$ cat config.mk
export PLATFORM = sky130hd
export DESIGN_NAME = luh_interlock
export DESIGN_NICKNAME = d
export VERILOG_FILES = /design/src/rtl/luh_pkg.sv /design/src/rtl/luh_src_match.sv /design/src/rtl/luh_stall_ctrl.sv /design/src/rtl/luh_interlock.sv
export SDC_FILE = /design/constraint.sdc
export NUM_CORES = 1
export LEC_CHECK = 0
export BUFFER_PORTS_ARGS = -buffer_cell sky130_fd_sc_hd__buf_2
export CAP_MARGIN = 10
export CORE_AREA = 5 5 42 44
export DETAILED_ROUTE_END_ITERATION = 12
export DIE_AREA = 0 0 47 49
export PLACE_DENSITY_LB_ADDON = 0.15
export SLEW_MARGIN = 20
export SYNTH_ARGS = -nofsm -noshare
export SYNTH_HDL_FRONTEND = slang
export SYNTH_HIERARCHICAL = 1
export SYNTH_SLANG_ARGS = --single-unit
$ cat constraint.sdc
create_clock -name vclk -period 1.6
set_clock_uncertainty 0.2 [all_clocks]
set_input_delay 0.16 -clock vclk [all_inputs]
set_output_delay 0.16 -clock vclk [all_outputs]
set_load 0.005 [all_outputs]
$ cat src/rtl/luh_pkg.sv
package luh_pkg;

  // Which decode-stage source, if any, depends on the load in execute
  typedef enum logic [1:0] {
    CAUSE_NONE = 2'd0,
    CAUSE_SRC1 = 2'd1,
    CAUSE_SRC2 = 2'd2,
    CAUSE_BOTH = 2'd3
  } cause_t;

  function automatic cause_t cause_of(input logic hit1, input logic hit2);
    cause_t c;
    c = cause_t'({hit2, hit1});
    return c;
  endfunction

  // A hazard needs a load producer and at least one dependent source
  function automatic logic needs_stall(input logic is_load, input cause_t c);
    return is_load && (c != CAUSE_NONE);
  endfunction

endpackage

$ cat src/rtl/luh_src_match.sv
module luh_src_match #(
  parameter int AW       = 5,
  parameter int ZERO_IDX = 0
) (
  input  logic          clk,
  input  logic          rst_n,
  input  logic [AW-1:0] src,
  input  logic          src_live,
  input  logic [AW-1:0] dst,
  output logic          hit
);

  localparam logic [AW-1:0] ZERO_REG = AW'(ZERO_IDX);

  logic dst_real;
  logic same_reg;

  assign dst_real = (dst != ZERO_REG);
  assign same_reg = (src == dst);
  assign hit      = src_live && dst_real && same_reg;

  // a source that is not read never reports a dependency
  assert_unused_src_quiet_R5: assert property (@(posedge clk) disable iff (!rst_n)
    !src_live |-> !hit);

  // the hard-wired zero register never forms a dependency
  assert_zero_dst_quiet_R3: assert property (@(posedge clk) disable iff (!rst_n)
    (dst == ZERO_REG) |-> !hit);

endmodule

$ cat src/rtl/luh_stall_ctrl.sv
module luh_stall_ctrl
  import luh_pkg::*;
(
  input  logic clk,
  input  logic rst_n,
  input  logic ex_is_load,
  input  logic hit1,
  input  logic hit2,
  output logic pc_write,
  output logic ifid_write,
  output logic idex_bubble
);

  cause_t cause;
  logic   stall;

  assign cause       = cause_of(hit1, hit2);
  assign stall       = needs_stall(ex_is_load, cause);
  assign pc_write    = !stall;
  assign ifid_write  = !stall;
  assign idex_bubble = stall;

  // only a load producer can pause the front end
  assert_nonload_free_R4: assert property (@(posedge clk) disable iff (!rst_n)
    !ex_is_load |-> (pc_write && !idex_bubble));

  // both holds move together and the bubble is their inverse
  assert_outputs_agree_R7: assert property (@(posedge clk) disable iff (!rst_n)
    (pc_write == ifid_write) && (idex_bubble == !ifid_write));

  // with the bubble in execute next cycle, a stall never repeats
  assert_single_stall_R8: assert property (@(posedge clk) disable iff (!rst_n)
    !pc_write |=> pc_write);

endmodule

$ cat src/rtl/luh_interlock.sv
module luh_interlock #(
  parameter int AW       = 5,
  parameter int ZERO_IDX = 0
) (
  input  logic          clk,
  input  logic          rst_n,
  input  logic [AW-1:0] id_rs1,
  input  logic          id_rs1_used,
  input  logic [AW-1:0] id_rs2,
  input  logic          id_rs2_used,
  input  logic          id_is_store,
  input  logic [AW-1:0] ex_rd,
  input  logic          ex_is_load,
  output logic          pc_write,
  output logic          ifid_write,
  output logic          idex_bubble
);

  localparam int NSRC = 2;

  logic [AW-1:0] src_idx  [NSRC];
  logic          src_live [NSRC];
  logic [NSRC-1:0] src_hit;

  // A store reads its second source only as data, which the
  // memory-stage bypass supplies, so that source is not live here
  assign src_idx[0]  = id_rs1;
  assign src_live[0] = id_rs1_used;
  assign src_idx[1]  = id_rs2;
  assign src_live[1] = id_rs2_used && !id_is_store;

  for (genvar g = 0; g < NSRC; g++) begin : g_src
    luh_src_match #(.AW(AW), .ZERO_IDX(ZERO_IDX)) u_match (
      .clk      (clk),
      .rst_n    (rst_n),
      .src      (src_idx[g]),
      .src_live (src_live[g]),
      .dst      (ex_rd),
      .hit      (src_hit[g])
    );
  end

  luh_stall_ctrl u_ctrl (
    .clk         (clk),
    .rst_n       (rst_n),
    .ex_is_load  (ex_is_load),
    .hit1        (src_hit[0]),
    .hit2        (src_hit[1]),
    .pc_write    (pc_write),
    .ifid_write  (ifid_write),
    .idex_bubble (idex_bubble)
  );

  // address/first-operand dependency on a load stalls
  assert_src1_stall_R1: assert property (@(posedge clk) disable iff (!rst_n)
    (ex_is_load && id_rs1_used && (id_rs1 == ex_rd) && (ex_rd != AW'(ZERO_IDX)))
      |-> (!pc_write && idex_bubble));

  // second-operand dependency on a load stalls unless it is store data
  assert_src2_stall_R2: assert property (@(posedge clk) disable iff (!rst_n)
    (ex_is_load && id_rs2_used && !id_is_store && (id_rs2 == ex_rd) &&
     (ex_rd != AW'(ZERO_IDX))) |-> (!pc_write && idex_bubble));

  // store data alone never holds the front end
  assert_store_data_free_R6: assert property (@(posedge clk) disable iff (!rst_n)
    (id_is_store && !(id_rs1_used && (id_rs1 == ex_rd))) |-> pc_write);

endmodule

* Word-level counts from Yosys, hierarchy flattened *
Cells that the tools add are included.

storage, ports and cells
  word-level logic and storage cells = 12
  output and inout port bits = 3
  register bits = 0
  bits of input ports = 21

operators by class
  equality and inequality tests = 2
  reduce and logical (&&, ||, !) cells = 10

operators by type and width
  cell                 count
  $eq A5 B5 Y1         2
  $logic_and A1 B1 Y1  6
  $reduce_bool A5 Y1   1
  $logic_not A1 Y1     2
  $reduce_bool A2 Y1   1

* Logic depth before layout (Yosys ltp) *
Gate-level depths: netlist of the first run.

  word-level depth = 7
  depth in mapped cells = 5

* Hierarchy *
The synthesis of the first run kept the hierarchy.

modules (own cells, without submodules)
  module          instances  cells each  area each (um^2)
  luh_src_match   2          10          70.1
  luh_stall_ctrl  1          3           20.0
  luh_interlock   1          1           13.8

* Worst setup path after synthesis of the first run *
No wires, ideal clock.

  path type = input -> output
  start = input port ex_rd[0]
  end = output port pc_write
  path slack = 0.250 ns
  data required time = 1.240 ns
  arrival time = 0.990 ns
  cell stages on the path = 5
  buffers on the path = 1
  cells stage by stage = nor4_1 o21ai_0 and4_1 o21ai_1 buf_4

between the ends
  cells in the longest elaborated chain, start to end = 6
  elaborated cells between the ends (all ways) = 10
  classes of those cells = 2 x eq/ne; 8 x reduce/logical

RTL lines
  item                   RTL line             RTL
  from (decl)            luh_interlock.sv:12  input logic [AW-1:0] ex_rd,
  $reduce_bool A5 Y1     luh_src_match.sv:18  assign dst_real = (dst != ZERO_REG);
  $logic_and A1 B1 Y1    luh_src_match.sv:20  assign hit = src_live && dst_real && same_reg;
  $logic_and A1 B1 Y1 *  luh_src_match.sv:20
  named net src_hit[1]   luh_interlock.sv:23  logic [NSRC-1:0] src_hit;
  $reduce_bool A2 Y1 *   luh_pkg.sv:19        return is_load && (c != CAUSE_NONE);
  $logic_and A1 B1 Y1 *  luh_pkg.sv:19
  $logic_not A1 Y1 *     -
  to (decl)              luh_interlock.sv:14  output logic pc_write,

Mark *: on every way through the listed nets, which the timed path passes. The rest lies on a longest branch.

* Worst setup path in the final report of the first run *
  start = input port ex_rd[3]
  end = output port idex_bubble

between the ends
  cells in the longest elaborated chain, start to end = 5
  elaborated cells between the ends (all ways) = 9
  classes of those cells = 2 x eq/ne; 7 x reduce/logical

RTL lines
  item                   RTL line             RTL
  $reduce_bool A5 Y1     luh_src_match.sv:18
  $logic_and A1 B1 Y1    luh_src_match.sv:20
  $logic_and A1 B1 Y1 *  luh_src_match.sv:20
  named net src_hit[1]   luh_interlock.sv:23
  $reduce_bool A2 Y1 *   luh_pkg.sv:19
  $logic_and A1 B1 Y1 *  luh_pkg.sv:19
  to (decl)              luh_interlock.sv:16  output logic idex_bubble

Marked as above.

==> impl_metrics.py, run 1 <==
metrics = {
    "pwr": {
        "static-leakage-power_nw": 0.151,
        "power.total_mw": 0.0680,
        "power_frac_clock_pct": 0,
        "combPwrFrac_pct": 100.0,
        "p_seq_share_pct": 0,
        "p_int_mw": 0.0360,
        "switching_power_mw": 0.0320,
        "swShare_pct": 47.0,
        "power.density_mw_per_mm2": 205,
        "ir_drop_mv": 0.0567,
    },
    "synthesis": {
        "syn_inst": 24,
        "ys_seq_area_share_pct": 0,
        "syn-cell-area_um2": 174,
        "synth.avg_cell_area_um2": 7.25,
        "synth_nets": 45,
        "yosys.cell_types.count": 12,
        "yosys_warnings": 6,
    },
    "place": {
        "dp_cells": 61,
        "gp_congestion": 0.601,
        "post-dp-hpwl_um": 538,
        "port_buffers": 22,
        "place_ws_ps": 38.2,
    },
    "grt": {
        "grt_max_degree": 5,
        "antenna_found_initial": 0,
        "gr-usage-all-layers_pct": 4.35,
        "overflow": 0,
        "grt_pass1_vias": 189,
        "grt_pass1_wl_um": 786,
    },
    "sta": {
        "post-route-period-util_pct": 95.3,
        "relSlewSlack_pct": 86.6,
        "drv_slew": 0,
        "finalHoldViolCount": 0,
        "whs_ps": 389,
        "timing.final.crit_period_ps": 1520,
        "worst_slew_pin_slew_ps": 200,
        "fmax_ghz": 0.656,
        "setup_ws_ps": 75.9,
        "finalSetupViolCount": 0,
    },
    "route": {
        "routedWlPerCell_um": 9.54,
        "wl_um": 582,
        "drc": 0,
        "dr.first_iter.drc_count": 1,
        "ant_nets": 0,
        "dr.pass1.iters": 2,
        "vias": 236,
        "drt-vias-per-instance": 3.87,
    },
    "critical_path": {
        "end_kind": "output pin",
        "critPathKind": "input port to output pin",
        "cp-startpoint": "ex_rd[3]",
        "cp.arrival_ps": 1160,
        "critPathMaxFanout": 4,
        "worstPathRequired_ps": 1240,
        "crit_path_start_kind": "input port",
    },
    "layout": {
        "layout-drive-gt1-share_pct": 57.8,
        "num_antenna_cells": 0,
        "regArea_um2": 0,
        "syn2layout_area_growth_pct": 90.6,
        "finalNonFillerCells": 61,
        "finish.utilization_pct": 23.7,
        "n_clock_buffer": 0,
        "nets": 68,
        "seq_cells": 0,
    },
    "min_path": {
        "min_path_cells": 3,
        "hold_class": "input port to output pin",
        "holdPathEnd": "pc_write",
        "hp-start": "ex_is_load",
    },
    "floorplan": {
        "core-area_mm2": 0.00140,
        "fp-row-count": 14,
        "die_area_mm2": 0.00230,
        "floorplan.initialDensity_pct": 12.4,
        "die_w_um": 47,
        "ios": 24,
        "die_h_um": 49,
    },
    "job": {
        "maxCapViolCount": 0,
    },
    "cts": {
        "post_cts_buffers": 0,
        "cts_hold_buf": 0,
    },
    "run_status": {
        "outcome": "finished, final reports clean",
    },
}
==> cell families after synthesis <==
logic type	Yosys count	share of synthesized area (%)
simple gates	11	42.4
xor+xnor	8	40.3
compound gates	4	12.9
buf+inv	1	4.32
==> cell usage in the layout, fill, tap and decap left out <==
| cell | Yosys | layout |
|---|---|---|
| buf_2 | 0 | 22 |
| and4_1 | 2 | 2 |
| nand2_1 | 2 | 2 |
| nor3_2 | 0 | 1 |
| nor4_4 | 0 | 2 |
| xnor2_1 | 2 | 2 |
| nor3_1 | 2 | 1 |
| o21ai_1 | 1 | 3 |
| xor2_1 | 6 | 6 |
| or2_1 | 2 | 2 |
| o21a_1 | 1 | 1 |
| nor2b_4 | 1 | 1 |
==> Yosys cell counts, drive strengths merged <==
cell	count	share of area, %
o21a	1	4.3
buf	1	4.3
nor4	2	7.2
and4	2	10
nor3	2	5.8
nand2	2	4.3
xnor2	2	10
o21ai	3	8.6
xor2	6	30
or2	2	7.2
nor2b	1	7.9
==> power groups by stage <==
stage               Combinational [mW]  Clock, mW  Sequential (mW)
floorplan                       0.0238          0                0
global placement                0.0589          0                0
detailed placement              0.0591          0                0
CTS                             0.0592          0                0
global route                    0.0760          0                0
finish                          0.0680          0                0
==> worst max-delay path, stage by stage <==
cell	delay, ps
buf_2	150
nor4_4	280
o21ai_1	90
and4_1	190
o21a_1	170
buf_2	120
==> layer usage <==
layer	vias up	routed length, um	track usage (%)
li1	128	-	-
met1	101	196	5.22
met2	7	330	8.37
met3	0	55	0.369
met4	0	0	0
met5	-	0	0
==> timing repair <==
action	4_1_cts	5_1_grt
hold endpoints to repair	0	0
gates resized for setup	0	7
endpoints found under the setup margin	0	3
==> worst max path at each step <==
stage	to	slack, ps	cells past startpoint
global route	idex_bubble	-0.4	6
finish	idex_bubble	80	6
CTS	idex_bubble	30	6
detailed placement	idex_bubble	40	6
floorplan	pc_write	250	5
global placement	idex_bubble	40	6
==> stage by stage <==
| step | setup TNS [ps] | cell area, um^2 |
|---|---|---|
| 6_report | 0 | 332 |
| 5_1_grt | -0.389 | 332 |
| 4_1_cts | 0 | 297 |
| 3_5_place_dp | 0 | 297 |
| 3_3_place_gp | 0 | 297 |
| 2_1_floorplan | 0 | 174 |
==> area by class of cell <==
class / instances / area, um^2
fillers: 170 / 1070
multi-input cells: 23 / 201
well taps: 16 / 20.0
repair buffers: 22 / 110
Note: power is estimated with default switching activity, not from simulation.
==> inputs of run 2 (changes only) <==
--- a/config.mk
+++ b/config.mk
@@ -7,6 +7,8 @@
 export LEC_CHECK = 0
 export BUFFER_PORTS_ARGS = -buffer_cell sky130_fd_sc_hd__buf_2
 export CAP_MARGIN = 10
+export CELL_PAD_IN_SITES_DETAIL_PLACEMENT = 1
+export CELL_PAD_IN_SITES_GLOBAL_PLACEMENT = 1
 export CORE_AREA = 5 5 42 44
 export DETAILED_ROUTE_END_ITERATION = 12
 export DIE_AREA = 0 0 47 49
==> impl_metrics.py, run 2 (synthesis results as in run 1) <==
metrics = {
    "sta": {
        "finalHoldViolCount": 0,
        "fmax_ghz": 0.652,
        "worst_slew_pin_slew_ps": 200,
        "timing.final.crit_period_ps": 1530,
        "finalSetupViolCount": 0,
        "setup_tns_ps": 0,
        "relSlewSlack_pct": 86.6,
        "post-route-period-util_pct": 95.8,
        "drv_slew": 0,
        "rsz0062_at_grt": "no",
    },
    "grt": {
        "grt_pass1_vias": 237,
        "antenna_found_initial": 0,
        "grt_pass1_wl_um": 903,
        "gr-usage-all-layers_pct": 4.84,
        "grt_max_degree": 5,
        "overflow": 0,
    },
    "critical_path": {
        "path_cells": "buf_2 -> nor4_2 -> o21ai_0 -> and4_1 -> o21a_1 -> buf_2",
        "cp_top_family": "simple AND/OR/NAND/NOR gates",
        "critPathKind": "input port to output pin",
        "end_kind": "output pin",
        "slowest_delay_ps": 250,
        "worstPathRequired_ps": 1240,
        "critPathSlowestCell": "nor4_2",
        "cp.arrival_ps": 1170,
        "worstPathBufferInverterCount": 2,
        "critPathMaxFanout": 4,
        "cpMostUsedCell": "buf_2",
        "crit_path_start_kind": "input port",
    },
    "floorplan": {
        "ios": 24,
        "floorplan.initialDensity_pct": 12.4,
        "die_area_mm2": 0.00230,
        "fp-row-count": 14,
        "die_h_um": 49,
        "die_w_um": 47,
        "core-area_mm2": 0.00140,
    },
    "pwr": {
        "switching_power_mw": 0.0274,
        "swShare_pct": 44.6,
        "combPwrFrac_pct": 100.0,
        "p_int_mw": 0.0341,
        "ir_drop_mv": 0.0381,
        "power.density_mw_per_mm2": 199,
        "power_frac_clock_pct": 0,
        "static-leakage-power_nw": 0.147,
        "p_seq_share_pct": 0,
    },
    "run_status": {
        "outcome": "finished, final reports clean",
    },
    "min_path": {
        "hold_class": "input port to output pin",
    },
    "layout": {
        "nets": 68,
        "final_common_cell": "buf_2",
        "final_cell_mix": "22 x buf_2, 6 x xor2_1",
        "regArea_um2": 0,
        "seq_cells": 0,
        "n_clock_buffer": 0,
        "layout-drive-gt1-share_pct": 55.6,
        "num_antenna_cells": 0,
        "syn2layout_area_growth_pct": 77.7,
        "design_area_um2": 309,
    },
    "place": {
        "post-dp-hpwl_um": 613,
        "dpl_cell_area_um2": 297,
        "gp_congestion": 0.626,
        "port_buffers": 22,
    },
    "route": {
        "drt-vias-per-instance": 4.03,
        "drc": 0,
        "dr.first_iter.drc_count": 0,
        "wl_um": 622,
        "routedWlPerCell_um": 10.2,
        "vias": 246,
        "ant_nets": 0,
        "dr.pass1.iters": 1,
    },
    "cts": {
        "cts_hold_buf": 0,
        "post_cts_resized": 0,
        "post_cts_buffers": 0,
    },
    "job": {
        "maxCapViolCount": 0,
    },
}
run 2: cell count changes in the layout (fill, tap and decap cells not counted):
| cell | change |
|---|---|
| o21ai_1 | -1 |
| nor3_2 | -1 |
| nor3_1 | +1 |
| o21ai_0 | +1 |
| nor4_2 | +2 |
| nor4_4 | -2 |
run 2: cell type report:
class	instances	area, um^2
timing repair buffer	22	110
tap	16	20.0
fill	189	1090
multi-input combinational	23	179
run 2: metrics by stage:
stage | setup WS (ps) | hold WS [ps] | cells | util [%] | power, mW
2_1_floorplan | 250 | 186 | 24 | - | 0.0238
3_3_place_gp | 19.2 | 386 | 61 | 21.2 | 0.0576
3_5_place_dp | 43.8 | 406 | 61 | 21.2 | 0.0600
4_1_cts | 36.9 | 406 | 61 | 21.2 | 0.0602
5_1_grt | 5.24 | 422 | 61 | 22.1 | 0.0681
6_report | 66.6 | 400 | 61 | 22.1 | 0.0615
run 2: final timing paths:
kind | start | to | cells after the start
setup / recovery | ex_rd[0] | idex_bubble | 6
hold / removal | ex_is_load | pc_write | 3
run 2: worst min-delay path: stages:
cell     delay, ps
buf_2           90
o21ai_1         70
buf_2          120
run 2: metal layers:
layer | wire, um | vias to the layer above | GRT usage, %
met1 | 195 | 112 | 5.00
met2 | 381 | 7 | 10.2
li1 | - | 127 | -
met4 | 0 | 0 | 0
met3 | 45 | 0 | 0.369
met5 | 0 | - | 0
run 2: power by group through the flow:
stage | registers, mW | logic (mW) | clock network [mW]
2_1_floorplan | 0 | 0.0238 | 0
3_3_place_gp | 0 | 0.0576 | 0
3_5_place_dp | 0 | 0.0600 | 0
4_1_cts | 0 | 0.0602 | 0
5_1_grt | 0 | 0.0681 | 0
6_report | 0 | 0.0615 | 0
